==> config.mk <==
export PLATFORM = sky130hd
export DESIGN_NAME = zfill_engine
export DESIGN_NICKNAME = d
export VERILOG_FILES = /design/src/rtl/zfill_pkg.sv /design/src/rtl/zfill_ctrl.sv /design/src/rtl/zfill_addr_gen.sv /design/src/rtl/zfill_bank_port.sv /design/src/rtl/zfill_engine.sv
export SDC_FILE = /design/constraint.sdc
export NUM_CORES = 1
export LEC_CHECK = 0
export ABC_AREA = 1
export BUFFER_PORTS_ARGS = -buffer_cell sky130_fd_sc_hd__clkbuf_2
export CORE_AREA = 2 2 149 151
export CTS_CLUSTER_SIZE = 40
export DETAILED_ROUTE_END_ITERATION = 10
export DIE_AREA = 0 0 151 153
export GPL_TIMING_DRIVEN = 0
export PLACE_DENSITY = 0.56
export SLEW_MARGIN = 10
export SYNTH_ARGS = -nofsm -noshare
export SYNTH_HDL_FRONTEND = slang
export SYNTH_SLANG_ARGS = --single-unit
==> constraint.sdc <==
create_clock -name clk -period 1.58 [get_ports clk]
set_input_delay 0.158 -clock clk [delete_from_list [all_inputs] [get_ports clk]]
set_output_delay 0.158 -clock clk [all_outputs]
set_load 0.02 [all_outputs]
==> src/rtl/zfill_pkg.sv <==
package zfill_pkg;

   typedef enum logic [0:0] {
      ZF_IDLE = 1'b0,
      ZF_RUN  = 1'b1
   } zf_state_t;

   localparam int ZF_NUM_BANKS = 2;

   function automatic bit zf_is_pow2(input int v);
      return (v > 0) && ((v & (v - 1)) == 0);
   endfunction

endpackage

==> src/rtl/zfill_ctrl.sv <==
module zfill_ctrl
   import zfill_pkg::*;
#(
   parameter int ADDR_W = 13,
   parameter int LANES  = 4,
   localparam int LANE_BITS = $clog2(LANES),
   localparam int LEN_W     = ADDR_W - LANE_BITS + 1
) (
   input  logic             clk,
   input  logic             rst_n,
   input  logic             start_i,
   input  logic [LEN_W-1:0] len_i,
   output logic             accept_o,
   output logic             busy_o,
   output logic             done_o
);

   localparam logic [LEN_W-1:0] CAP_QUADS = LEN_W'(1) << (ADDR_W - LANE_BITS);

   zf_state_t        state_q;
   logic [LEN_W-1:0] remain_q;
   logic [LEN_W-1:0] eff_len;
   logic             done_q;

   assign accept_o = start_i && (state_q == ZF_IDLE);
   assign eff_len  = (len_i > CAP_QUADS) ? CAP_QUADS : len_i;

   always_ff @(posedge clk) begin
      if (!rst_n) begin
         state_q  <= ZF_IDLE;
         remain_q <= '0;
         done_q   <= 1'b0;
      end else if (accept_o) begin
         if (eff_len == '0) begin
            state_q <= ZF_IDLE;
            done_q  <= 1'b1;
         end else begin
            state_q  <= ZF_RUN;
            remain_q <= eff_len;
            done_q   <= 1'b0;
         end
      end else if (state_q == ZF_RUN) begin
         remain_q <= remain_q - 1'b1;
         if (remain_q == LEN_W'(1)) begin
            state_q <= ZF_IDLE;
            done_q  <= 1'b1;
         end
      end
   end

   assign busy_o = (state_q == ZF_RUN);
   assign done_o = done_q;

endmodule

==> src/rtl/zfill_addr_gen.sv <==
module zfill_addr_gen #(
   parameter int ADDR_W = 13,
   parameter int LANES  = 4
) (
   input  logic              clk,
   input  logic              rst_n,
   input  logic              clear_i,
   input  logic              step_i,
   output logic [ADDR_W-1:0] base_o
);

   localparam logic [ADDR_W-1:0] STRIDE = ADDR_W'(LANES);

   logic [ADDR_W-1:0] base_q;

   always_ff @(posedge clk) begin
      if (!rst_n) begin
         base_q <= '0;
      end else if (clear_i) begin
         base_q <= '0;
      end else if (step_i) begin
         base_q <= base_q + STRIDE;
      end
   end

   assign base_o = base_q;

endmodule

==> src/rtl/zfill_bank_port.sv <==
module zfill_bank_port #(
   parameter int ADDR_W = 13,
   parameter int DATA_W = 32,
   parameter int LANES  = 4
) (
   input  logic                     busy_i,
   input  logic [ADDR_W-1:0]        base_i,
   output logic [LANES-1:0]         we_o,
   output logic [LANES*ADDR_W-1:0]  addr_o,
   output logic [LANES*DATA_W-1:0]  wdata_o
);

   for (genvar ln = 0; ln < LANES; ln++) begin : g_lane
      assign we_o[ln]                      = busy_i;
      assign addr_o[ln*ADDR_W +: ADDR_W]   = base_i + ADDR_W'(ln);
      assign wdata_o[ln*DATA_W +: DATA_W]  = '0;
   end

endmodule

==> src/rtl/zfill_engine.sv <==
module zfill_engine
   import zfill_pkg::*;
#(
   parameter int ADDR_W = 13,
   parameter int DATA_W = 32,
   parameter int LANES  = 4,
   localparam int LANE_BITS = $clog2(LANES),
   localparam int LEN_W     = ADDR_W - LANE_BITS + 1
) (
   input  logic                    clk,
   input  logic                    rst_n,
   input  logic                    start_i,
   input  logic [LEN_W-1:0]        len_i,
   output logic                    busy_o,
   output logic                    done_o,
   output logic [LANES-1:0]        b0_we_o,
   output logic [LANES*ADDR_W-1:0] b0_addr_o,
   output logic [LANES*DATA_W-1:0] b0_wdata_o,
   output logic [LANES-1:0]        b1_we_o,
   output logic [LANES*ADDR_W-1:0] b1_addr_o,
   output logic [LANES*DATA_W-1:0] b1_wdata_o
);

   if (!zf_is_pow2(LANES)) begin : g_bad_lanes
      $error("zfill_engine: LANES must be a power of two");
   end
   if (ADDR_W <= LANE_BITS) begin : g_bad_addr
      $error("zfill_engine: ADDR_W must exceed log2(LANES)");
   end
   if (DATA_W < 1) begin : g_bad_data
      $error("zfill_engine: DATA_W must be positive");
   end

   logic              accept;
   logic              busy;
   logic [ADDR_W-1:0] base;

   logic [LANES-1:0]        we_arr    [ZF_NUM_BANKS];
   logic [LANES*ADDR_W-1:0] addr_arr  [ZF_NUM_BANKS];
   logic [LANES*DATA_W-1:0] wdata_arr [ZF_NUM_BANKS];

   zfill_ctrl #(
      .ADDR_W (ADDR_W),
      .LANES  (LANES)
   ) u_ctrl (
      .clk      (clk),
      .rst_n    (rst_n),
      .start_i  (start_i),
      .len_i    (len_i),
      .accept_o (accept),
      .busy_o   (busy),
      .done_o   (done_o)
   );

   zfill_addr_gen #(
      .ADDR_W (ADDR_W),
      .LANES  (LANES)
   ) u_addr (
      .clk     (clk),
      .rst_n   (rst_n),
      .clear_i (accept),
      .step_i  (busy),
      .base_o  (base)
   );

   for (genvar bk = 0; bk < ZF_NUM_BANKS; bk++) begin : g_bank
      zfill_bank_port #(
         .ADDR_W (ADDR_W),
         .DATA_W (DATA_W),
         .LANES  (LANES)
      ) u_port (
         .busy_i  (busy),
         .base_i  (base),
         .we_o    (we_arr[bk]),
         .addr_o  (addr_arr[bk]),
         .wdata_o (wdata_arr[bk])
      );
   end

   assign busy_o     = busy;
   assign b0_we_o    = we_arr[0];
   assign b0_addr_o  = addr_arr[0];
   assign b0_wdata_o = wdata_arr[0];
   assign b1_we_o    = we_arr[1];
   assign b1_addr_o  = addr_arr[1];
   assign b1_wdata_o = wdata_arr[1];

endmodule

==> results.txt <==
Run status -> finished, final reports clean
Dpl ws -> -190 ps
Ys Warns -> 0
Total chip power -> 3.07 mW
Die span in y -> 153 um
Synth Area in Simple Gates -> 0.177
Final wirelength -> 9990 um
DR pass1 iterations -> 4
Adder-Cell Fraction of Synth Area -> 0.00870
WHS Endpoint -> u_ctrl.done_o$_SDFFE_PN0P_
Post-synthesis mux area share -> 0.00232
Yosys reg bits -> 25
CP startpoint -> u_ctrl.busy_o$_SDFF_PN0_
WP data required -> 1740 ps
Core ar. -> 21500 um^2
Cell Count, Final, Fillers Out -> 1285
Antenna violations before repair -> 0
Die Area -> 23100 um^2
CTS Buffer Depth -> 2
Multi-input logic area -> 1980 um^2
RSZ-0062 raised after global routing -> true
Sequential-to-total area share from yosys stat -> 0.116
Util after Layout -> 0.295
Final hold violation count -> 0
Worst r2r path cells -> 9
Worst setup EP type -> flop
FF-to-FF setup slack -> 130 ps
Area of the mapped netlist -> 4320 um^2
Net total in the final layout -> 1024
Post-DP HPWL -> 8910 um
Largest family of logic cells by synthesized area -> buffers and inverters
Ports -> 385
Sequential Area -> 514 um^2
Slew Limit Headroom -> 0.667
Filler Cell Count -> 2355
Sum Neg Setup Slack -> 0 ps
Total gr overflow -> 0
Largest net degree at the start of global routing -> 15
Synth Area per Inst -> 6.97 um^2
Synth top area cells -> buf_4, dfxtp_1, nand2_1
Reg2reg end -> u_ctrl.remain_q[7]$_SDFFE_PN0P_
Number of antenna diodes -> 0
Share of layout cells above drive strength 1 -> 0.500
Vias in the first global route -> 2937
Synth-to-Final Area Change -> 47.0%
Worst-path clk slew -> 70 ps
Pwr Density -> 485 nW/um^2
Final min period -> 1450 ps
All-layer global routing usage -> 0.0758
Final ANT Viol Nets -> 0
DIE WIDTH -> 151 um
Setup violators final -> 0
Postcts setup bufs -> 0
Peak supply drop -> 0.000517 V
Initial Util -> 0.201
H-tree Lvls -> 1
Critical path, cell by cell -> buf_6, inv_4, nand2_4, clkinv_4, clkbuf_4, nand3_1, nand2_1, nor2_1, nor2_1
Routability congestion estimate -> 0.790
# rows -> 54
# DRC -> 0
Via count -> 3716
Root Driver -> clkbuf_16
Worst R2R Start -> u_ctrl.busy_o$_SDFF_PN0_
Clock Sinks -> 25
Yosys top cell area share -> 0.621
Area leader, netlist -> buf_4
Leak -> 4.12 nW
Crit-path leading delay family -> buffers and inverters
First-pass GRT wire length -> 14200 um
Buffers on Ports -> 112
Crit-path most repeated cell -> nor2_1
Final WS setup -> 133 ps
Cells after synthesis -> 619
CP Max Fanout -> 10
Cts bufs inserted -> 3
1st-iter DRT viols -> 57
Arrival @ worst endpoint -> 1610 ps
Period utilization -> 0.916
Wire per inst -> 7.77 um
Worst Clk Skew -> 6.97 ps
Vias per cell -> 2.89
CP bufs+invs -> 4
F_max -> 691 MHz
TritonCTS clock tree -> built
WHS Path Cells -> 3
Min-delay worst type -> in -> reg
Hold_buf cts -> 0
Worst-margin pin slew -> 500 ps
Most frequent cells in the layout -> buf_4, conb_1, clkbuf_2
Placed cells -> 1281
Worst-path cell with the longest stage delay -> dfxtp_4
Library cells used by synthesis -> 35
CP Launch Type -> flop
CP peak stage delay -> 430 ps
XOR/XNOR Fraction of Synth Area -> 0.00812
Insertion delay to the later sink of the worst-skew pair -> 260 ps
Commonest non-fill, non-tap cell in the layout -> buf_4
Compound-Gate Fraction of Synth Area -> 0.0238
Post-cts resize count -> 2
Crit Path Class -> reg -> reg
Max cap viols -> 0
Hold wc startpoint -> rst_n
Slew Viols, Final -> 0
[cell type report]
class | count | area share
well taps | 280 | 0.0552
multi-input cells | 470 | 0.312
clock inverters | 1 | 0.000789
flip-flops and latches | 25 | 0.0810
clock buffers | 3 | 0.0118
repair buffers | 112 | 0.0883
plain buffers | 363 | 0.431
inverters | 31 | 0.0203
[stage by stage]
step           cell area (um^2)  hold WS (ps)
6_report                   6340           126
5_1_grt                    6340           154
4_1_cts                    6330           124
3_5_place_dp               6240           401
3_3_place_gp               6240           404
2_1_floorplan              5330           281
[cell usage after synthesis, drive strengths merged]
cell,instances
nor3,5
nor4,1
nor2,53
o21ai,6
or2,1
xnor2,1
nand4,3
a21oi,11
conb,2
inv,29
xor2,3
buf,363
dfxtp,25
clkinv,2
nand2,74
a31oi,1
and3,1
nand3b,1
nand3,32
ha,3
o21bai,1
mux2i,1
[kinds of logic (layout without fill, tap and decap cells)]
logic type,Yosys count,after routing
buffers and inverters,394,510
muxes,1,1
other,2,272
AOI/OAI and AO/OA,19,19
and+or+nand+nor,171,171
DFF,25,25
xor gates and xnor gates,4,4
adders and majority gates,3,3
[sequential cells by signal, indices dropped and copies added (netlist names)]
signal           flops
u_ctrl.busy_o        1
u_addr.base_o       11
u_ctrl.done_o        1
u_ctrl.remain_q     12
[how the worst max path moves through the flow]
| stage | end | slack [ps] | cells after the start |
|---|---|---|---|
| 3_5_place_dp | u_addr.base_o[5]$_SDFFE_PP0P_ | -190 | 7 |
| 6_report | u_ctrl.remain_q[7]$_SDFFE_PN0P_ | 130 | 9 |
| 3_3_place_gp | u_addr.base_o[8]$_SDFFE_PP0P_ | -160 | 7 |
| 2_1_floorplan | u_addr.base_o[9]$_SDFFE_PP0P_ | 80 | 8 |
| 5_1_grt | u_addr.base_o[10]$_SDFFE_PP0P_ | -30 | 7 |
| 4_1_cts | u_addr.base_o[10]$_SDFFE_PP0P_ | 20 | 7 |
[routing by layer]
layer  up-vias  track usage  share of wire
li1       2049            -              -
met1      1431       0.0789           0.36
met2       232        0.153           0.52
met3         4       0.0215           0.12
met4         0      0.00490         0.0045
met5         -            0              0
[worst min-delay path, cell delays in order]
cell	delay (ps)
clkbuf_2	100
nand2_1	60
a21oi_1	30
[report_power, final]
part / switching [mW] / total, mW / leakage, nW / internal (mW)
clock: 0.242 / 0.583 / 0.0409 / 0.342
sequential: 0.0560 / 0.731 / 0.208 / 0.675
combinational: 1.06 / 1.76 / 3.87 / 0.698
total: 1.36 / 3.07 / 4.12 / 1.71
Note: power is estimated with default switching activity, not from simulation.
